### src/rtl/eth_tx_pkg.sv
// Shared types and helpers for the transmit frame sequencer.
// Assumes nibble-serial operation, least significant bit first.
package eth_tx_pkg;

    typedef enum logic [2:0] {
        S_IDLE,
        S_PRE,
        S_DATA,
        S_PAD,
        S_FCS,
        S_FLUSH
    } tx_state_e;

    typedef struct packed {
        logic       err;
        logic       fcs;
        logic       last;
        logic [7:0] data;
    } tx_entry_t;

    localparam logic [31:0] CRC_POLY  = 32'hEDB88320;
    localparam int          MIN_BODY  = 60;
    localparam int          ACQ_BYTES = 64;
    localparam int          PRE_NIBS  = 16;

    // Advance a reflected CRC-32 by four data bits, bit 0 first.
    function automatic logic [31:0] crc_nib(input logic [31:0] c, input logic [3:0] d);
        logic [31:0] r;
        r = c;
        for (int i = 0; i < 4; i++) begin
            if (r[0] ^ d[i]) r = (r >> 1) ^ CRC_POLY;
            else             r = r >> 1;
        end
        return r;
    endfunction

endpackage

### src/rtl/eth_tx_rbuf.sv
// Retention buffer: one write port, one asynchronous read port.
// Assumes the caller manages pointers and never overwrites live entries.
module eth_tx_rbuf
    import eth_tx_pkg::*;
#(
    parameter int DEPTH = 128,
    localparam int AW   = $clog2(DEPTH)
) (
    input  logic            clk,
    input  logic            we,
    input  logic [AW-1:0]   waddr,
    input  tx_entry_t       wdata,
    input  logic [AW-1:0]   raddr,
    output tx_entry_t       rdata
);
    tx_entry_t mem [DEPTH];

    // Store an accepted queue entry.
    always_ff @(posedge clk) begin
        if (we) mem[waddr] <= wdata;
    end

    assign rdata = mem[raddr];
endmodule

### src/rtl/eth_tx_crc.sv
// Nibble-serial CRC-32 generator for the frame check sequence.
// init restarts the remainder; upd folds in a nibble; shift exposes the
// next complemented check nibble on fcs_nib.
module eth_tx_crc
    import eth_tx_pkg::*;
(
    input  logic       clk,
    input  logic       rst_n,
    input  logic       init,
    input  logic       upd,
    input  logic       shift,
    input  logic [3:0] nib_in,
    output logic [3:0] fcs_nib
);
    logic [31:0] crc_q;

    // Hold the running remainder, or shift it out a nibble at a time.
    always_ff @(posedge clk) begin
        if (!rst_n)     crc_q <= '1;
        else if (init)  crc_q <= '1;
        else if (upd)   crc_q <= crc_nib(crc_q, nib_in);
        else if (shift) crc_q <= {4'h0, crc_q[31:4]};
    end

    assign fcs_nib = ~crc_q[3:0];
endmodule

### src/rtl/eth_tx_sequencer.sv
// Transmit frame sequencer: buffers queue entries and emits nibbles with
// preamble, padding and optional check sequence. The frame start is held
// in the buffer until 64 body bytes are out, so early collisions rewind.
// Assumes only one frame is queued at a time: q_ready falls once its end
// entry is taken. Gap timing and backoff arrive through medium_free.
module eth_tx_sequencer
    import eth_tx_pkg::*;
#(
    parameter int DEPTH = 128,
    parameter int PRE_W = 7
) (
    input  logic             clk,
    input  logic             rst_n,
    input  logic             cfg_tx_en,
    input  logic             cfg_tx_halt,
    input  logic [PRE_W-1:0] cfg_preload,
    input  logic             medium_free,
    input  logic             col_det,
    input  logic             q_valid,
    input  logic [7:0]       q_data,
    input  logic             q_last,
    input  logic             q_fcs,
    input  logic             q_err,
    output logic             q_ready,
    output logic [3:0]       mii_txd,
    output logic             mii_tx_en,
    output logic             mii_tx_er,
    output logic             tx_done,
    output logic             tx_abort
);
    localparam int AW = $clog2(DEPTH);
    localparam int PW = AW + 1;

    tx_state_e      state, st_n;
    logic [PW-1:0]  wr_ptr, rd_ptr, base_ptr, rd_n, base_n;
    logic [PW-1:0]  hold_ptr, held, frame_cnt;
    logic [3:0]     nib_cnt, nib_cnt_n;
    logic           ph, ph_n;
    logic [6:0]     byte_cnt, byte_n;
    logic           fcs_sel, fcs_sel_n;
    logic           end_in, end_clr;
    logic           acquired, tx_busy, buf_empty, push, start;
    logic [3:0]     nib_now, fcs_nib;
    logic           en_now, er_now, done_now, abort_now;
    logic           crc_init, crc_upd, crc_shift;
    tx_entry_t      ent, wr_ent;

    assign acquired  = (byte_cnt == 7'(ACQ_BYTES));
    assign hold_ptr  = acquired ? rd_ptr : base_ptr;
    assign held      = wr_ptr - hold_ptr;
    assign frame_cnt = wr_ptr - base_ptr;
    assign q_ready   = (held != PW'(DEPTH)) && !end_in;
    assign push      = q_valid && q_ready;
    assign buf_empty = (rd_ptr == wr_ptr);
    assign tx_busy   = (state == S_PRE) || (state == S_DATA) ||
                       (state == S_PAD) || (state == S_FCS);
    assign start     = cfg_tx_en && !cfg_tx_halt && medium_free &&
                       (frame_cnt != '0) &&
                       ((frame_cnt >= PW'(cfg_preload)) || end_in);
    assign wr_ent    = '{err: q_err, fcs: q_fcs, last: q_last, data: q_data};

    eth_tx_rbuf #(.DEPTH(DEPTH)) u_rbuf (
        .clk   (clk),
        .we    (push),
        .waddr (wr_ptr[AW-1:0]),
        .wdata (wr_ent),
        .raddr (rd_ptr[AW-1:0]),
        .rdata (ent)
    );

    eth_tx_crc u_crc (
        .clk     (clk),
        .rst_n   (rst_n),
        .init    (crc_init),
        .upd     (crc_upd),
        .shift   (crc_shift),
        .nib_in  (nib_now),
        .fcs_nib (fcs_nib)
    );

    // Next state, pointer moves and the nibble for this cycle.
    always_comb begin
        st_n      = state;
        rd_n      = rd_ptr;
        base_n    = base_ptr;
        nib_cnt_n = nib_cnt;
        ph_n      = ph;
        byte_n    = byte_cnt;
        fcs_sel_n = fcs_sel;
        nib_now   = 4'h0;
        en_now    = 1'b0;
        er_now    = 1'b0;
        done_now  = 1'b0;
        abort_now = 1'b0;
        end_clr   = 1'b0;
        crc_init  = 1'b0;
        crc_upd   = 1'b0;
        crc_shift = 1'b0;
        if (tx_busy && col_det && !acquired) begin
            st_n   = S_IDLE;
            rd_n   = base_ptr;
            byte_n = '0;
        end else begin
            unique case (state)
                S_IDLE: if (start) begin
                    st_n      = S_PRE;
                    nib_cnt_n = '0;
                    ph_n      = 1'b0;
                    byte_n    = '0;
                    crc_init  = 1'b1;
                end
                S_PRE: begin
                    en_now    = 1'b1;
                    nib_now   = (nib_cnt == 4'(PRE_NIBS - 1)) ? 4'hD : 4'h5;
                    nib_cnt_n = nib_cnt + 4'd1;
                    if (nib_cnt == 4'(PRE_NIBS - 1)) st_n = S_DATA;
                end
                S_DATA: begin
                    en_now = 1'b1;
                    if (!ph) begin
                        if (buf_empty || ent.err) begin
                            er_now    = 1'b1;
                            abort_now = 1'b1;
                            st_n      = S_FLUSH;
                        end else begin
                            nib_now = ent.data[3:0];
                            crc_upd = 1'b1;
                            ph_n    = 1'b1;
                        end
                    end else begin
                        nib_now = ent.data[7:4];
                        crc_upd = 1'b1;
                        ph_n    = 1'b0;
                        rd_n    = rd_ptr + 1'b1;
                        if (!acquired) byte_n = byte_cnt + 7'd1;
                        if (ent.last) begin
                            fcs_sel_n = ent.fcs;
                            nib_cnt_n = '0;
                            if (byte_cnt + 7'd1 < 7'(MIN_BODY)) st_n = S_PAD;
                            else if (ent.fcs)                   st_n = S_FCS;
                            else begin
                                done_now = 1'b1;
                                end_clr  = 1'b1;
                                base_n   = rd_ptr + 1'b1;
                                st_n     = S_IDLE;
                            end
                        end
                    end
                end
                S_PAD: begin
                    en_now  = 1'b1;
                    crc_upd = 1'b1;
                    ph_n    = !ph;
                    if (ph) begin
                        byte_n = byte_cnt + 7'd1;
                        if (byte_cnt + 7'd1 == 7'(MIN_BODY)) begin
                            if (fcs_sel) st_n = S_FCS;
                            else begin
                                done_now = 1'b1;
                                end_clr  = 1'b1;
                                base_n   = rd_ptr;
                                st_n     = S_IDLE;
                            end
                        end
                    end
                end
                S_FCS: begin
                    en_now    = 1'b1;
                    nib_now   = fcs_nib;
                    crc_shift = 1'b1;
                    nib_cnt_n = nib_cnt + 4'd1;
                    if (nib_cnt == 4'd7) begin
                        done_now = 1'b1;
                        end_clr  = 1'b1;
                        base_n   = rd_ptr;
                        st_n     = S_IDLE;
                    end
                end
                S_FLUSH: if (!buf_empty) begin
                    rd_n = rd_ptr + 1'b1;
                    if (ent.last || ent.err) begin
                        base_n  = rd_ptr + 1'b1;
                        end_clr = 1'b1;
                        byte_n  = '0;
                        st_n    = S_IDLE;
                    end
                end
                default: st_n = S_IDLE;
            endcase
        end
    end

    // Register control state, pointers and the MII outputs.
    always_ff @(posedge clk) begin
        if (!rst_n) begin
            state     <= S_IDLE;
            wr_ptr    <= '0;
            rd_ptr    <= '0;
            base_ptr  <= '0;
            nib_cnt   <= '0;
            ph        <= 1'b0;
            byte_cnt  <= '0;
            fcs_sel   <= 1'b0;
            end_in    <= 1'b0;
            mii_txd   <= 4'h0;
            mii_tx_en <= 1'b0;
            mii_tx_er <= 1'b0;
            tx_done   <= 1'b0;
            tx_abort  <= 1'b0;
        end else begin
            state     <= st_n;
            rd_ptr    <= rd_n;
            base_ptr  <= base_n;
            nib_cnt   <= nib_cnt_n;
            ph        <= ph_n;
            byte_cnt  <= byte_n;
            fcs_sel   <= fcs_sel_n;
            if (push) wr_ptr <= wr_ptr + 1'b1;
            if (end_clr)                       end_in <= 1'b0;
            else if (push && (q_last || q_err)) end_in <= 1'b1;
            mii_txd   <= nib_now;
            mii_tx_en <= en_now;
            mii_tx_er <= er_now;
            tx_done   <= done_now;
            tx_abort  <= abort_now;
        end
    end
endmodule

### config.mk
export PLATFORM = sky130hd
export DESIGN_NAME = eth_tx_sequencer
export DESIGN_NICKNAME = d
export VERILOG_FILES = /design/src/rtl/eth_tx_pkg.sv /design/src/rtl/eth_tx_rbuf.sv /design/src/rtl/eth_tx_crc.sv /design/src/rtl/eth_tx_sequencer.sv
export SDC_FILE = /design/constraint.sdc
export NUM_CORES = 2
export LEC_CHECK = 0
export ABC_AREA = 1
export BUFFER_PORTS_ARGS = -buffer_cell sky130_fd_sc_hd__buf_2
export CORE_ASPECT_RATIO = 0.6
export CORE_MARGIN = 2
export CORE_UTILIZATION = 60
export DETAILED_ROUTE_END_ITERATION = 8
export PLACE_DENSITY = 0.73
export SLEW_MARGIN = 20
export SYNTH_ARGS = -nofsm -noshare
export SYNTH_HDL_FRONTEND = slang
export SYNTH_SLANG_ARGS = --single-unit
export TNS_END_PERCENT = 1
### constraint.sdc
create_clock -name clk -period 6.9 [get_ports clk]
set_input_delay 0.345 -clock clk [delete_from_list [all_inputs] [get_ports clk]]
set_output_delay 0.345 -clock clk [all_outputs]
set_load 0.1 [all_outputs]
==> results.py <==
metrics = {
    "outcome": {
        "run_status": "complete, no violations",
    },
    "yosys": {
        "synth_cells": 5949,
        "seq_area_frac_synth": 0.685,
        "synth_area_sq_um": 64200,
        "yosysMostFrequentCell": "nand2_1",
        "ys_top_cells_by_count": "nand2_1 (1545), edfxtp_1 (1408), nand3_1 (1011)",
        "synth_edf_count": 1408,
        "ys_async_sr_fraction": 0,
        "synth_cell_types": 50,
        "synth_top_area_share": 0.658,
        "synth_ff_type": "edfxtp_1",
        "ys_seq_elements": 1495,
        "yosysTopAreaCell": "edfxtp_1",
        "syn_area_per_cell_sq_um": 10.8,
        "synthTopCellsByArea": "edfxtp_1 (66%), nand2_1 (9.0%), nand3_1 (7.9%)",
        "syn_nets": 6001,
        "ys.warnings.count": 0,
    },
    "grt": {
        "gr-usage-all-layers": 0.323,
        "grt_pass1_vias": 41600,
        "grt_overflow": 0,
        "grt_max_degree": 172,
        "antenna_found_initial": 5,
        "grt_pass1_wl_mm": 262,
    },
    "worst_setup_path": {
        "crit_path_start": "byte_cnt[0]",
        "critical_path_class": "reg2reg",
        "rr_startpoint": "byte_cnt[0]",
        "crit_path_end_kind": "register",
        "rr_worst_depth": 25,
        "start_kind": "register",
        "crit_fanout": 14,
        "arrival_ns": 6.30,
        "r2r_setup_slack_ns": 0.99,
        "reg2reg_to": "u_rbuf.mem[83][1]",
        "crit_end": "u_rbuf.mem[83][1]",
        "cp.required_ns": 7.28,
    },
    "drt": {
        "drtIter0Drc": 7929,
        "wl_per_cell_microns": 24.0,
        "vias": 44800,
        "viasPerCell": 6.07,
        "wirelength_mm": 177,
        "first_pass_iters": 8,
        "drc_errors": 0,
        "ant_nets": 0,
    },
    "cts": {
        "htree_levels": 4,
        "clockBufferDepth": 3,
        "clock-sinks": 1495,
        "hold_buffers": 1,
        "cts_tree": "done",
        "cts-root-buf": "clkbuf_16",
        "clock_latency_ns": 0.77,
        "cts_resized": 0,
        "clkSlewWorstSetupHoldPaths_ns": 0.07,
        "postCtsSetupBuffers": 0,
        "numCtsBuffers": 134,
    },
    "final_layout": {
        "fillers": 7967,
        "layout-drive-gt1-share": 0.0782,
        "final_util": 0.659,
        "area_growth_pct": 8.34,
        "final_nets": 5924,
    },
    "pwr": {
        "p_total_uw": 23000,
        "p_per_area_nw_per_um2": 331,
        "p_leak_uw": 0.0262,
        "p_seq_frac": 0.446,
        "p_int_uw": 15600,
        "vdd_drop_max_mv": 0.283,
        "p_switching_uw": 7370,
        "combPwrFrac": 0.230,
        "sw_frac_of_total": 0.320,
        "power.share.clock": 0.323,
    },
    "placed_design": {
        "place_congestion": 0.942,
        "io_buffers": 33,
        "dp_hpwl_mm": 104,
    },
    "sta": {
        "slew_headroom": 0.227,
        "skew_ns": 0.0272,
        "setup_viol": 0,
        "rsz0062_at_grt": "false",
        "tightest_slew_ns": 1.16,
        "slew_viol_final": 0,
        "fmax_mhz": 169,
        "fin_setup_tns_ns": 0,
        "holdWs_ns": 0.140,
        "period_share": 0.857,
        "hold_violations": 0,
        "finalCriticalPeriod_ns": 5.91,
    },
    "die": {
        "die_y_microns": 257,
        "fp-row-count": 92,
        "coreArea_sq_um": 106000,
        "start_util": 0.609,
        "fp.dieArea_sq_um": 110000,
        "die_x_microns": 426,
        "boundaryPins": 34,
    },
    "run": {
        "max-cap-violations": 0,
    },
    "hold_path": {
        "hold_path_class": "in2reg",
    },
}
[critical path, cell delays in order (launching register included)]
cell	delay [ns]
dfxtp_1	0.34
inv_1	0.09
ha_1	0.17
nand2_1	0.06
nor3_1	0.11
and2_0	0.58
inv_1	0.21
nand2_1	0.09
o21ai_0	0.09
ha_1	0.20
o21bai_2	0.17
a21oi_1	0.12
o21bai_2	0.18
a21oi_1	0.12
o21bai_1	0.20
nand2_1	0.10
nand2_1	0.07
nand2_1	0.05
nand3_1	0.08
nor3_1	0.06
nand2_1	0.06
nand3_1	0.28
nor2_1	0.40
nand3_2	0.55
buf_12	0.38
nor2_1	0.73
[placed cells by master (no fill, tap or decap), drive strengths merged, types with 15 or more instances in the layout]
master  instances
or2           113
ha             26
nor2          343
clkbuf        180
nand2        1561
inv           539
xor2           21
a21oi          55
nor3           15
dfxtp          87
buf           123
edfxtp       1408
clkinv         46
o211ai         27
o22ai          69
nand4          16
nand3        1016
o21ai         251
[routing by layer]
metal	vias to the layer above	track usage	share of wire	wire (microns)
li1	20100	-	-	-
met1	21400	0.501	0.41	73400
met2	3001	0.438	0.41	72900
met3	278	0.101	0.15	26800
met4	6	0.0872	0.022	3840
met5	-	0	0.00021	37
[power groups by stage]
stage                     combinational (uW)  clock (uW)  sequential [uW]
after global routing                    5730        7800            10300
after global placement                  5020           0            10500
after CTS                               5120        7470            10300
final                                   5300        7430            10300
after floorplan                         3500           0            10400
after detailed placement                5090           0            10500
[cell type report]
cell class	instances	area, sq um	area share
antenna	2	5.00	0.0000719
clock buffer	180	3760	0.0540
clock inverter	57	503	0.00723
inverter	543	2070	0.0297
multi-input combinational	3574	16400	0.236
sequential	1495	44000	0.633
tap	1410	1760	0.0253
timing repair buffer	124	1070	0.0153
[state kept, by name, indices dropped and copies added (netlist names), named ones only]
register / flops
u_rbuf.mem: 1408
u_crc.crc_q: 32
base_ptr: 8
rd_ptr: 8
wr_ptr: 8
byte_cnt: 7
mii_txd: 4
nib_cnt: 4
state: 3
end_in: 1
fcs_sel: 1
mii_tx_en: 1
ph: 1
tx_abort: 1
tx_done: 1
[cell families after synthesis]
| logic type | count (synthesis) | synth area share |
|---|---|---|
| compound gates | 445 | 0.0392 |
| xor+xnor | 26 | 0.00354 |
| fa+ha+maj | 27 | 0.00537 |
| buf+inv | 880 | 0.0599 |
| flops | 1495 | 0.685 |
| simple gates | 3076 | 0.207 |
[per-stage QoR]
stage | instance area, sq um | worst slack, ns | std cells
after CTS | 69600 | 1.09 | 7383
after floorplan | 64200 | 2.54 | 5949
after global routing | 69600 | 0.435 | 7383
final | 69600 | 0.986 | 7385
after detailed placement | 65300 | 1.14 | 7145
after global placement | 65300 | 1.17 | 7145
[how the worst min path moves through the flow]
stage	startpoint	endpoint	cells after the start
floorplan	q_data[0]	u_rbuf.mem[0][0]	0
global placement	u_crc.crc_q[5]	u_crc.crc_q[5]	2
detailed placement	u_crc.crc_q[5]	u_crc.crc_q[5]	2
CTS	q_valid	wr_ptr[1]	3
global route	q_data[6]	u_rbuf.mem[68][6]	1
finish	q_data[6]	u_rbuf.mem[70][6]	1
Note: power is estimated with default switching activity, not from simulation.
